`src/rtl/irqagg_pkg.sv`:
```
package irqagg_pkg;

  // register kinds decoded from the word address
  typedef enum logic [1:0] {
    REG_POL  = 2'd0,
    REG_LINE = 2'd1,
    REG_NONE = 2'd2
  } reg_kind_e;

  // Classify a word address: 0 = polarity, 1..lines = line registers
  function automatic reg_kind_e decode_kind(input int unsigned addr,
                                            input int unsigned lines);
    if (addr == 0)
      return REG_POL;
    else if (addr <= lines)
      return REG_LINE;
    else
      return REG_NONE;
  endfunction

endpackage

```
`src/rtl/irqagg_polarity.sv`:
```
module irqagg_polarity #(
  parameter int unsigned SRC_N = 9,
  parameter int unsigned DW    = 32
) (
  input  logic             clk,
  input  logic             rst,
  input  logic             wr_en,
  input  logic [DW-1:0]    wdata,
  input  logic [SRC_N-1:0] src_i,
  output logic [SRC_N-1:0] pol_q,
  output logic [SRC_N-1:0] active_o
);

  always_ff @(posedge clk) begin
    if (rst)
      pol_q <= '0;
    else if (wr_en)
      pol_q <= wdata[SRC_N-1:0];
  end

  // an input is asserted when its level equals its polarity bit
  assign active_o = ~(src_i ^ pol_q);

  // reset leaves every input active-low
  a_r9_pol_reset: assert property (@(posedge clk) rst |=> (pol_q == '0));

endmodule

```
`src/rtl/irqagg_line.sv`:
```
module irqagg_line #(
  parameter int unsigned SRC_N    = 9,
  parameter int unsigned DW       = 32,
  parameter int unsigned PEND_LSB = 16
) (
  input  logic             clk,
  input  logic             rst,
  input  logic             wr_en,
  input  logic [DW-1:0]    wdata,
  input  logic [SRC_N-1:0] active_i,
  output logic [SRC_N-1:0] mask_q,
  output logic [SRC_N-1:0] pend_q,
  output logic             irq_o
);

  logic [SRC_N-1:0] ack_vec;

  assign ack_vec = wr_en ? wdata[PEND_LSB +: SRC_N] : '0;

  always_ff @(posedge clk) begin
    if (rst) begin
      mask_q <= '0;
      pend_q <= '0;
      irq_o  <= 1'b0;
    end else begin
      if (wr_en)
        mask_q <= wdata[SRC_N-1:0];
      // level capture wins over a same-edge acknowledge
      pend_q <= (pend_q & ~ack_vec) | active_i;
      irq_o  <= |(pend_q & mask_q);
    end
  end

  // an asserted input is pending after the edge
  a_r4_capture: assert property (@(posedge clk) disable iff (rst)
    (|active_i) |=> ((pend_q & $past(active_i)) == $past(active_i)));

  // acknowledged flags of inactive inputs clear
  a_r5_ack_clears: assert property (@(posedge clk) disable iff (rst)
    ((ack_vec & ~active_i) != '0) |=> ((pend_q & $past(ack_vec & ~active_i)) == '0));

  // without a write, no flag is lost
  a_r6_sticky: assert property (@(posedge clk) disable iff (rst)
    (!wr_en) |=> ((pend_q & $past(pend_q)) == $past(pend_q)));

  // output follows enabled pending one edge later
  a_r7_irq_on: assert property (@(posedge clk) disable iff (rst)
    ((pend_q & mask_q) != '0) |=> irq_o);
  a_r7_irq_off: assert property (@(posedge clk) disable iff (rst)
    ((pend_q & mask_q) == '0) |=> !irq_o);

endmodule

```
`src/rtl/irqagg_regbus.sv`:
```
module irqagg_regbus
  import irqagg_pkg::*;
#(
  parameter int unsigned SRC_N    = 9,
  parameter int unsigned LINE_N   = 3,
  parameter int unsigned DW       = 32,
  parameter int unsigned AW       = 4,
  parameter int unsigned PEND_LSB = 16
) (
  input  logic                          clk,
  input  logic                          rst,
  input  logic                          vld_i,
  input  logic                          we_i,
  input  logic [AW-1:0]                 addr_i,
  input  logic [DW-1:0]                 wdata_i,
  output logic [DW-1:0]                 rdata_o,
  input  logic [SRC_N-1:0]              pol_i,
  input  logic [LINE_N-1:0][SRC_N-1:0]  mask_i,
  input  logic [LINE_N-1:0][SRC_N-1:0]  pend_i,
  output logic                          pol_wr_o,
  output logic [LINE_N-1:0]             line_wr_o,
  output logic [DW-1:0]                 wdata_o
);

  reg_kind_e   kind;
  logic [DW-1:0] rd_word;

  assign kind    = decode_kind(int'(addr_i), LINE_N);
  assign wdata_o = wdata_i;
  assign pol_wr_o = vld_i && we_i && (kind == REG_POL);

  for (genvar l = 0; l < LINE_N; l++) begin : g_wdec
    assign line_wr_o[l] = vld_i && we_i && (addr_i == AW'(l + 1));
  end

  always_comb begin
    rd_word = '0;
    if (kind == REG_POL) begin
      rd_word[SRC_N-1:0] = pol_i;
    end else if (kind == REG_LINE) begin
      for (int l = 0; l < LINE_N; l++) begin
        if (addr_i == AW'(l + 1)) begin
          rd_word[SRC_N-1:0]          = mask_i[l];
          rd_word[PEND_LSB +: SRC_N]  = pend_i[l];
        end
      end
    end
  end

  always_ff @(posedge clk) begin
    if (rst)
      rdata_o <= '0;
    else if (vld_i && !we_i)
      rdata_o <= rd_word;
  end

  // unused words read back as zero
  a_r10_unused_zero: assert property (@(posedge clk) disable iff (rst)
    (vld_i && !we_i && (int'(addr_i) > LINE_N)) |=> (rdata_o == '0));

  // at most one register is written per strobe
  a_r1_one_target: assert property (@(posedge clk) disable iff (rst)
    $onehot0({pol_wr_o, line_wr_o}));

endmodule

```
`src/rtl/irqagg_top.sv`:
```
module irqagg_top #(
  parameter int unsigned SRC_N    = 9,
  parameter int unsigned LINE_N   = 3,
  parameter int unsigned DW       = 32,
  parameter int unsigned AW       = 4,
  parameter int unsigned PEND_LSB = 16
) (
  input  logic              clk,
  input  logic              rst,
  input  logic [SRC_N-1:0]  src_lvl_i,
  input  logic              bus_vld_i,
  input  logic              bus_we_i,
  input  logic [AW-1:0]     bus_addr_i,
  input  logic [DW-1:0]     bus_wdata_i,
  output logic [DW-1:0]     bus_rdata_o,
  output logic [LINE_N-1:0] irq_o
);

  logic [SRC_N-1:0]             pol_q;
  logic [SRC_N-1:0]             active;
  logic                         pol_wr;
  logic [LINE_N-1:0]            line_wr;
  logic [DW-1:0]                wdata;
  logic [LINE_N-1:0][SRC_N-1:0] mask_all;
  logic [LINE_N-1:0][SRC_N-1:0] pend_all;

  irqagg_regbus #(
    .SRC_N(SRC_N), .LINE_N(LINE_N), .DW(DW), .AW(AW), .PEND_LSB(PEND_LSB)
  ) u_bus (
    .clk       (clk),
    .rst       (rst),
    .vld_i     (bus_vld_i),
    .we_i      (bus_we_i),
    .addr_i    (bus_addr_i),
    .wdata_i   (bus_wdata_i),
    .rdata_o   (bus_rdata_o),
    .pol_i     (pol_q),
    .mask_i    (mask_all),
    .pend_i    (pend_all),
    .pol_wr_o  (pol_wr),
    .line_wr_o (line_wr),
    .wdata_o   (wdata)
  );

  irqagg_polarity #(.SRC_N(SRC_N), .DW(DW)) u_pol (
    .clk      (clk),
    .rst      (rst),
    .wr_en    (pol_wr),
    .wdata    (wdata),
    .src_i    (src_lvl_i),
    .pol_q    (pol_q),
    .active_o (active)
  );

  for (genvar l = 0; l < LINE_N; l++) begin : g_line
    irqagg_line #(.SRC_N(SRC_N), .DW(DW), .PEND_LSB(PEND_LSB)) u_line (
      .clk      (clk),
      .rst      (rst),
      .wr_en    (line_wr[l]),
      .wdata    (wdata),
      .active_i (active),
      .mask_q   (mask_all[l]),
      .pend_q   (pend_all[l]),
      .irq_o    (irq_o[l])
    );
  end

  // reset quiets every output
  a_r9_irq_reset: assert property (@(posedge clk) rst |=> (irq_o == '0));

endmodule

```
`config.mk`:
```
export PLATFORM = sky130hd
export DESIGN_NAME = irqagg_top
export DESIGN_NICKNAME = d
export VERILOG_FILES = /design/src/rtl/irqagg_pkg.sv /design/src/rtl/irqagg_polarity.sv /design/src/rtl/irqagg_line.sv /design/src/rtl/irqagg_regbus.sv /design/src/rtl/irqagg_top.sv
export SDC_FILE = /design/constraint.sdc
export NUM_CORES = 1
export LEC_CHECK = 0
export ABC_AREA = 0
export BUFFER_PORTS_ARGS = -buffer_cell sky130_fd_sc_hd__clkbuf_2
export CORE_MARGIN = 10
export CORE_UTILIZATION = 40
export DETAILED_ROUTE_END_ITERATION = 8
export GPL_TIMING_DRIVEN = 1
export PLACE_DENSITY_LB_ADDON = 0.3
export SYNTH_ARGS = -nofsm -noshare
export SYNTH_HDL_FRONTEND = slang
export SYNTH_SLANG_ARGS = --single-unit
export TNS_END_PERCENT = 1
```
`constraint.sdc`:
```
create_clock -name clk -period 1.67 [get_ports clk]
set_input_delay 0 -clock clk [delete_from_list [all_inputs] [get_ports clk]]
set_output_delay 0 -clock clk [all_outputs]
set_load 0.05 [all_outputs]
```
## Word-level counts from Yosys, hierarchy flattened

Index checks and enable logic that the tools add are counted.

- Magnitude comparators: 1
- Equality and inequality tests: 4
- Mux-type cells: 15
- Bitwise logic cells: 14
- Reductions and logical operators: 12

Operator list:

| kind | count |
|---|---|
| 9-bit two-way mux | 13 |
| 9-bit AND | 6 |
| 9-bit NOT | 4 |
| 9-bit OR | 3 |
| 9-bit OR reduction | 3 |
| 9-bit bitwise XOR | 1 |
| 4-bit by 2-bit == test with 1-bit output, second input constant | 2 |
| 1-bit logical AND | 6 |
| 4-bit by 1-bit == test with 1-bit output, second input constant | 1 |
| 4-bit by 2-bit <= comparator with 1-bit output, second input constant | 1 |
| 4-bit logical NOT | 1 |
| 2-bit two-way mux | 2 |
| 2-bit by 1-bit == test with 1-bit output, second input constant | 1 |
| 2-bit logical NOT | 1 |
| 1-bit logical NOT | 1 |

- Register bits after elaboration: 84
- Output and inout bits: 35
- Word-level logic and storage cells: 57

## Depth between registers and ports, before layout

Gate-level depths: netlist of the first run.

- Depth after elaboration: 6
- Mapped depth: 6
- Mapped depth without buffers: 3

## Cells and area by module

Synthesis of the first run repeated with hierarchy kept, for this count alone.

- Cells, all modules: 449
- Area, all modules: 4,023.9 um^2

Modules (own cells, without submodules):

| module | instances | cells an instance | area an instance (um^2) |
|---|---|---|---|
| irqagg_line | 3 | 73 | 708.2 |
| irqagg_regbus | 1 | 192 | 1,501.4 |
| irqagg_polarity | 1 | 38 | 397.9 |

## Worst setup path after synthesis of the first run

Ideal clock, no wire load.

- Kind: reg-to-reg
- Start: register g_line[2].u_line.mask_q[1]
- End: register u_bus.rdata_o[1]
- Setup time: 0.086 ns
- Arrival time: 1.102 ns
- Data required time: 1.584 ns
- Path slack: 0.483 ns
- Stages on the path, launching flop included: 4
- Path buffers: 0
- Cells stage by stage: dfxtp_1 -> and3b_1 -> or4_1 -> a211oi_1

- Longest elaborated chain between the ends: 3

Ends and longest elaborated chain:

| item | line | source |
|---|---|---|
| start, declared | irqagg_line.sv:11 | `output logic [SRC_N-1:0] mask_q,` |
| start signal, assigned | irqagg_line.sv:27 | `mask_q <= wdata[SRC_N-1:0];` |
| 9-bit two-way mux | irqagg_regbus.sv:42 | `if (addr_i == AW'(l + 1)) begin` |
| 9-bit two-way mux | irqagg_regbus.sv:40 | `end else if (kind == REG_LINE) begin` |
| 9-bit two-way mux | irqagg_regbus.sv:38 | `if (kind == REG_POL) begin` |
| end signal, assigned | irqagg_regbus.sv:54 | `rdata_o <= rd_word;` |
| end, declared | irqagg_regbus.sv:16 | `output logic [DW-1:0] rdata_o,` |

Every way passes these cells.
A chain may end at the register's enable or synchronous reset.

## Worst setup path after layout of the first run

- Start: register g_line[2].u_line.mask_q[3]
- End: register u_bus.rdata_o[3]

Same word-level chain as after synthesis.

==> qor.log, run 1 <==
[run_status] result of the run completed
[yosys] fraction of post-synthesis cell area in the top cell type by area 0.4238
[global_routing] number of antenna violations at the first check in global routing 0
[pwr] Net Sw Frac 0.2976
[timing] count of final max-slew check failures 0
[cts] cell at the root of the clock tree sky130_fd_sc_hd__clkbuf_8
[timing] Final setup violation count 0
[timing] Rel. slew slack 0.4724
[layout] layout cells sized above 1 0.1822
[timing] worst-case clock skew 0.009086 ns
[critical_path] category of the worst setup path capture point register
[layout] area of combinational cells with multiple inputs 2014 sq um
[critical_path] highest fanout seen on the critical path 3
[cts] clock transition at the registers of the reported paths 0.09 ns
[critical_path] Worst EP required 1.96 ns
[pwr] total power divided by cell area 859.6 nW/um^2
[pwr] worst IR drop on VDD 0.0004116 V
[yosys] Post-synth EDFFs 0
[placement] final weighted congestion in routability-driven placement 0.9243
[timing] setup repair after global routing missed its margin false
[detailed_routing] Total Wirelength 12540 microns
[detailed_routing] number of DRC violations after detailed-routing iteration 0 356
[layout] post-synthesis to final-layout area growth 18.70%
[pwr] leakage 1.767 nW
[detailed_routing] Antenna Nets Post-Route 0
[hold_path] class of the most critical hold timing path in -> reg
[global_routing] wire length of the first global-routing pass 19930 microns
[placement] port bufs 55
[timing] total negative slack 0 ns
[detailed_routing] total number of vias 3836
[yosys] Primary FF master, synth sky130_fd_sc_hd__dfxtp_1
[detailed_routing] length of the first detailed-routing pass in iterations 5
[placement] total placed instance area 4333 sq um
[global_routing] global routing usage summed across all routing layers 0.1714
[global_routing] pin count of the biggest net entering global routing 47
[critical_path] kind of launch point of the worst setup path register
[yosys] Synth Warn # 0
[pwr] Power Internal 2.843 mW
[cts] sink count of the clock tree 84
[die] Chip Height 119.6 microns
[yosys] async set-or-reset flop fraction in the synthesized netlist 0
[critical_path] reg2reg setup slack 0.28 ns
[cts] CTS H-Tree Depth 3
[layout] antenna cells 0
[pwr] power consumption 4.048 mW
[yosys] post-synthesis cell type with the largest combined area sky130_fd_sc_hd__dfxtp_1
[layout] utilization after layout 0.4841
[detailed_routing] DRC errors left 0
[timing] transition time at the pin with the least slew margin 0.7885 ns
[detailed_routing] via count normalized by instance count 5.717
[cts] CTS tree yes
[cts] number of buffers created by CTS 9
[timing] Highest Clock Rate 0.7203 GHz
[timing] clock period minus final worst setup slack 1.388 ns
[die] die width 119.6 microns
[critical_path] type of the worst setup path reg -> reg
[cts] Resized Gates After CTS 0
[die] die area 14300 sq um
[yosys] synthesized area 3968 sq um
[die] I/O pin total 84
[yosys] syn_area_per_cell 8.406 sq um
[layout] FILL cells 1003
[cts] Bufs on Longest Clock Path 2
[die] total number of placement rows 36
[die] initial core utilization 0.4078
[job] max_cap viols 0
[timing] final period utilization 0.8313
[pwr] switching power of the nets 1.205 mW
[timing] worst hold slack after final layout 0.003250 ns
[cts] insertion delay of the later-clocked pin in the worst-skew pair 0.37 ns
[layout] Sequential cell area 1682 sq um
[placement] half-perimeter wire length after placement 9012 microns
[yosys] number of cells produced by synthesis 472
[die] core region area 9729 sq um
[yosys] count of unique library cells instantiated by Yosys 41
[detailed_routing] average wire length per cell after detail routing 18.69 microns
[yosys] sequential fraction of the synthesis area 0.4238
[critical_path] Crit path arrival time 1.68 ns
[yosys] cell types occupying the most area after synthesis sky130_fd_sc_hd__dfxtp_1, sky130_fd_sc_hd__a21oi_1, sky130_fd_sc_hd__o21ai_0, sky130_fd_sc_hd__nand3_1, sky130_fd_sc_hd__a311oi_1
[layout] Final Instance Area 4710 sq um
[yosys] synthesis-stage register bit count 84
[timing] endpoints failing hold 0
[pwr] Clock Power Share 0.319
[global_routing] GR Overflow Total 0
[layout] Net count, final 584
[pwr] Combinational Power Share 0.153
[global_routing] number of global-route vias before repair 3592
[pwr] sequential share of power 0.528
-- cell type report --
| type | count | area share |
|---|---|---|
| Multi-Input combinational cell | 341 | 0.4277 |
| Sequential cell | 84 | 0.3571 |
| Timing Repair Buffer | 97 | 0.1451 |
| Tap cell | 133 | 0.03533 |
| Clock buffer | 11 | 0.03002 |
| Clock inverter | 3 | 0.003188 |
| Inverter | 2 | 0.001594 |
-- logic make-up after synthesis --
group	count (synthesis)	synth area share
compound gates	179	0.2781
xor+xnor	18	0.03974
buf+inv	60	0.08073
flops	84	0.4238
other cells	1	0.0009452
simple gates	130	0.1766
-- metal layers --
metal / wire [microns] / track usage / share of wire / vias to the layer above
met5: 0 / 0 / 0 / -
li1: - / - / - / 1834
met1: 5370 / 0.2217 / 0.43 / 1822
met2: 5935 / 0.2730 / 0.47 / 158
met4: 340 / 0.07768 / 0.027 / 0
met3: 891 / 0.03000 / 0.071 / 22
-- state kept, by name, summed over array words and instances, names as in the netlist --
signal                count
g_line.u_line.irq_o       3
g_line.u_line.pend_q     27
g_line.u_line.mask_q     27
u_pol.pol_q               9
u_bus.rdata_o            18
-- synthesized netlist by cell type, types with 4 or more instances --
| cell | n |
|---|---|
| sky130_fd_sc_hd__buf_1 | 4 |
| sky130_fd_sc_hd__nand3_1 | 45 |
| sky130_fd_sc_hd__a21oi_1 | 71 |
| sky130_fd_sc_hd__a311oi_1 | 18 |
| sky130_fd_sc_hd__and3b_1 | 7 |
| sky130_fd_sc_hd__xnor2_1 | 9 |
| sky130_fd_sc_hd__xor2_1 | 9 |
| sky130_fd_sc_hd__o2111ai_1 | 9 |
| sky130_fd_sc_hd__a21o_1 | 9 |
| sky130_fd_sc_hd__nor2_1 | 36 |
| sky130_fd_sc_hd__buf_2 | 12 |
| sky130_fd_sc_hd__dfxtp_1 | 84 |
| sky130_fd_sc_hd__or2_2 | 4 |
| sky130_fd_sc_hd__clkbuf_1 | 22 |
| sky130_fd_sc_hd__or4_1 | 7 |
| sky130_fd_sc_hd__nand2_1 | 11 |
| sky130_fd_sc_hd__o21ai_0 | 46 |
| sky130_fd_sc_hd__nand3b_1 | 6 |
| sky130_fd_sc_hd__buf_4 | 17 |
| sky130_fd_sc_hd__a211oi_1 | 9 |
-- worst max-delay path, cell delays in order (launching register included) --
cell and delay [ns]:
sky130_fd_sc_hd__dfxtp_1 0.41, sky130_fd_sc_hd__and3b_1 0.19, sky130_fd_sc_hd__or4_1 0.51, sky130_fd_sc_hd__a211oi_1 0.21
-- cell usage in the layout, fill, tap and decap left out, drive strengths merged --
master / synthesis / layout
nor2b: 3 / 3
a221o: 1 / 1
o21ai: 46 / 46
nand2b: 2 / 2
nor4b: 1 / 1
nor4: 1 / 1
nor2: 38 / 38
dlygate4sd3: 0 / 22
a22o: 3 / 3
or4: 7 / 7
conb: 1 / 14
nand3b: 6 / 6
a222oi: 3 / 3
nand2: 11 / 11
a311oi: 18 / 18
a2111o: 1 / 1
a21o: 9 / 9
a22oi: 3 / 3
clkbuf: 23 / 66
o2111ai: 9 / 9
nand4bb: 1 / 1
a211oi: 9 / 9
xor2: 9 / 9
and4bb: 1 / 1
a31oi: 3 / 3
dfxtp: 84 / 84
a21oi: 71 / 71
clkinv: 0 / 3
a221oi: 3 / 3
or2b: 1 / 1
nand3: 45 / 45
xnor2: 9 / 9
inv: 2 / 2
buf: 35 / 20
and3b: 7 / 7
and2: 1 / 1
or2: 5 / 5
-- through the flow --
stage          setup WS [ns]  cells
3_5_place_dp         0.09705    635
2_1_floorplan         0.4829    485
6_report              0.2817    671
4_1_cts               0.2943    671
3_3_place_gp          0.1280    635
5_1_grt               0.2135    671
-- power groups by stage --
stage	clock network [mW]	registers, mW	logic (mW)
finish	1.29	2.14	0.621
global route	1.37	2.15	0.671
CTS	1.29	2.14	0.614
detailed placement	0	2.18	0.571
global placement	0	2.18	0.561
floorplan	0	2.21	0.370
-- path summary, 6_finish.rpt --
path	end	cells past startpoint	from
worst max-delay path	u_bus.rdata_o[3]$_SDFFE_PP0P_	3	g_line[2].u_line.mask_q[3]$_SDFFE_PP0N_
worst max register to register	u_bus.rdata_o[3]$_SDFFE_PP0P_	3	g_line[2].u_line.mask_q[3]$_SDFFE_PP0N_
worst min register to register	u_bus.rdata_o[16]$_SDFFE_PP0P_	2	u_bus.rdata_o[16]$_SDFFE_PP0P_
worst min-delay path	g_line[2].u_line.pend_q[8]$_SDFF_PP0_	3	src_lvl_i[8]
-- timing repair --
action / in CTS / in global routing
endpoints found under the hold margin: 58 / 0
buffers inserted: 0 / 0
hold buffers: 22 / 0
setup endpoints to repair: 0 / 0
Power figures use the tool's default switching activity.
==> inputs of run 2 (changes only) <==
clock period = 1.5 ns   (was 1.67 ns; I/O delays follow)
==> run 2 against run 1 <==
Compared with the run above:
- largest power group unchanged
- critical path type unchanged
- critical endpoint is now u_bus.rdata_o[5]$_SDFFE_PP0P_
- cell area increased by 2.5%
- combinational power increased by 13%
- register-to-register slack got worse by 0.13 ns
==> qor.log, run 2 (synthesis results as in run 1) <==
[run_status] result of the run completed [unchanged]
[die] die width 119.6 microns [unchanged]
[pwr] Combinational Power Share 0.144 [was 0.153]
[critical_path] Setup crit start g_line[2].u_line.mask_q[5]$_SDFFE_PP0N_ [was g_line[2].u_line.mask_q[3]$_SDFFE_PP0N_]
[critical_path] Cell Chain, Critical Path and3b_1 -> or4_1 -> a211oi_1 [unchanged]
[cts] cell at the root of the clock tree sky130_fd_sc_hd__clkbuf_8 [unchanged]
[detailed_routing] average wire length per cell after detail routing 18.63 microns [was 18.69 microns]
[critical_path] kind of launch point of the worst setup path register [unchanged]
[critical_path] type of the worst setup path reg -> reg [unchanged]
[detailed_routing] Antenna Nets Post-Route 0 [unchanged]
[layout] Net count, final 590 [was 584]
[layout] Final Instance Area 4828 sq um [was 4710 sq um]
[placement] Worst Setup Slack post-DPL 0.03234 ns [was 0.09705 ns]
[hold_path] Hold Path Origin src_lvl_i[8] [unchanged]
[critical_path] library cell contributing the largest single delay on the critical path sky130_fd_sc_hd__or4_1 [unchanged]
[detailed_routing] DRC errors left 0 [unchanged]
[layout] antenna cells 0 [unchanged]
[timing] Final setup violation count 0 [unchanged]
[die] die area 14300 sq um [unchanged]
[timing] Rel. slew slack 0.4322 [was 0.4724]
[timing] count of final max-slew check failures 0 [unchanged]
[critical_path] Critical path buffers and inverters 0 [unchanged]
[timing] Highest Clock Rate 0.7391 GHz [was 0.7203 GHz]
[timing] total negative slack 0 ns [unchanged]
[placement] final weighted congestion in routability-driven placement 0.9066 [was 0.9243]
[pwr] switching power of the nets 1.325 mW [was 1.205 mW]
[timing] final period utilization 0.9019 [was 0.8313]
[layout] post-synthesis to final-layout area growth 21.70% [was 18.70%]
[cts] sink count of the clock tree 84 [unchanged]
[detailed_routing] total number of vias 3834 [was 3836]
[die] Chip Height 119.6 microns [unchanged]
[cts] number of buffers created by CTS 9 [unchanged]
[critical_path] category of the worst setup path capture point register [unchanged]
[critical_path] reg-to-reg critical path startpoint g_line[2].u_line.mask_q[5]$_SDFFE_PP0N_ [was g_line[2].u_line.mask_q[3]$_SDFFE_PP0N_]
[timing] worst-case clock skew 0.006965 ns [was 0.009086 ns]
[timing] clock period minus final worst setup slack 1.353 ns [was 1.388 ns]
[layout] most common library cell in the layout ignoring fill and taps sky130_fd_sc_hd__dfxtp_1 [unchanged]
[layout] utilization after layout 0.4963 [was 0.4841]
[global_routing] number of global-route vias before repair 3726 [was 3592]
[critical_path] Worst EP required 1.78 ns [was 1.96 ns]
[layout] layout cells sized above 1 0.1923 [was 0.1822]
[layout] registers with the most flip-flops g_line.u_line.mask_q x27, g_line.u_line.pend_q x27, u_bus.rdata_o x18 [unchanged]
[pwr] total power divided by cell area 1007 nW/um^2 [was 859.6 nW/um^2]
[pwr] Net Sw Frac 0.2725 [was 0.2976]
[critical_path] CP max stage delay 0.48 ns [was 0.51 ns]
[timing] setup repair after global routing missed its margin false [unchanged]
[die] I/O pin total 84 [unchanged]
[detailed_routing] Total Wirelength 12650 microns [was 12540 microns]
[global_routing] pin count of the biggest net entering global routing 85 [was 47]
[global_routing] global routing usage summed across all routing layers 0.1761 [was 0.1714]
[layout] most used cells in the layout excluding fill and tap cells sky130_fd_sc_hd__dfxtp_1, sky130_fd_sc_hd__a21oi_1, sky130_fd_sc_hd__clkbuf_2 [unchanged]
[placement] total placed instance area 4390 sq um [was 4333 sq um]
[cts] Post-CTS Setup Inserts 0 [unchanged]
[die] total number of placement rows 36 [unchanged]
[placement] port bufs 55 [unchanged]
[detailed_routing] via count normalized by instance count 5.647 [was 5.717]
[global_routing] wire length of the first global-routing pass 20400 microns [was 19930 microns]
[pwr] sequential share of power 0.490 [was 0.528]
[cts] insertion delay of the later-clocked pin in the worst-skew pair 0.36 ns [was 0.37 ns]
[pwr] Power Internal 3.538 mW [was 2.843 mW]
[detailed_routing] length of the first detailed-routing pass in iterations 6 [was 5]
[critical_path] highest fanout seen on the critical path 3 [unchanged]
[cts] CTS tree yes [unchanged]
[cts] CTS H-Tree Depth 3 [unchanged]
[pwr] power consumption 4.863 mW [was 4.048 mW]
[pwr] leakage 1.821 nW [was 1.767 nW]
[timing] worst-case setup margin in the final layout 0.1471 ns [was 0.2817 ns]
[hold_path] class of the most critical hold timing path in -> reg [unchanged]
[critical_path] Crit path arrival time 1.63 ns [was 1.68 ns]
[cts] Bufs on Longest Clock Path 2 [unchanged]
[pwr] Clock Power Share 0.366 [was 0.319]
[detailed_routing] number of DRC violations after detailed-routing iteration 0 417 [was 356]
[cts] clock transition at the registers of the reported paths 0.08 ns [was 0.09 ns]
[die] initial core utilization 0.4078 [unchanged]
[placement] half-perimeter wire length after placement 9174 microns [was 9012 microns]
[die] core region area 9729 sq um [unchanged]
[global_routing] GR Overflow Total 0 [unchanged]
[timing] transition time at the pin with the least slew margin 0.8486 ns [was 0.7885 ns]
[pwr] worst IR drop on VDD 0.0004775 V [was 0.0004116 V]
[critical_path] delay-heaviest family, CP simple AND/OR/NAND/NOR gates [unchanged]
[timing] endpoints failing hold 0 [unchanged]
[job] max_cap viols 0 [unchanged]
[global_routing] number of antenna violations at the first check in global routing 0 [unchanged]
==> run 2: changes by cell type in the layout (fill, tap and decap cells not counted) <==
cell                         delta
sky130_fd_sc_hd__buf_4          +5
sky130_fd_sc_hd__clkbuf_1       +1
sky130_fd_sc_hd__clkinv_2       -2
sky130_fd_sc_hd__bufinv_16      +2
sky130_fd_sc_hd__buf_12         +1
sky130_fd_sc_hd__clkinvlp_4     +1
==> run 2: cell type report <==
class	instances	area, sq um
fillers	980	4901
multi-input cells	341	2014
flip-flops and latches	84	1682
repair buffers	103	740.7
well taps	133	166.4
clock buffers	12	145.1
clock inverters	4	72.57
inverters	2	7.507
==> run 2: per-stage QoR <==
stage               hold WS [ns]  cells
floorplan                 0.1087    485
global placement          0.2319    641
detailed placement        0.2349    641
CTS                     0.006028    679
finish                   0.01655    679
global route             0.03180    679
==> run 2: worst min-delay path, cell delays in order <==
cell and delay (ns):
sky130_fd_sc_hd__clkbuf_2 0.11, sky130_fd_sc_hd__xor2_1 0.10, sky130_fd_sc_hd__a21oi_1 0.13
==> run 2: per-layer routing <==
metal / wire [microns] / GRT usage / share of wire
met1: 5128 / 0.2169 / 0.41
met2: 6169 / 0.2889 / 0.49
met3: 995 / 0.03938 / 0.079
met4: 353 / 0.07692 / 0.028
met5: 0 / 0 / 0
==> run 2: power groups by stage <==
stage	clock network [mW]	logic [mW]	registers [mW]
after floorplan	0	0.412	2.46
after global placement	0	0.638	2.43
after detailed placement	0	0.649	2.43
after CTS	1.80	0.696	2.38
after global routing	1.92	0.765	2.39
final	1.78	0.703	2.38
==> run 2: worst paths after layout <==
path / end / slack (ns) / depth (start not counted)
setup / recovery: u_bus.rdata_o[5]$_SDFFE_PP0P_ / 0.15 / 3
hold / removal: g_line[2].u_line.pend_q[8]$_SDFF_PP0_ / 0.02 / 3
setup reg to reg: u_bus.rdata_o[5]$_SDFFE_PP0P_ / 0.15 / 3
hold reg to reg: u_bus.rdata_o[24]$_SDFFE_PP0P_ / 0.45 / 2
==> run 2: what timing repair did <==
item,in CTS,in global routing
hold buffers,22,0
gates resized for setup,0,0
endpoints found under the setup margin,0,0
hold endpoints to repair,58,0
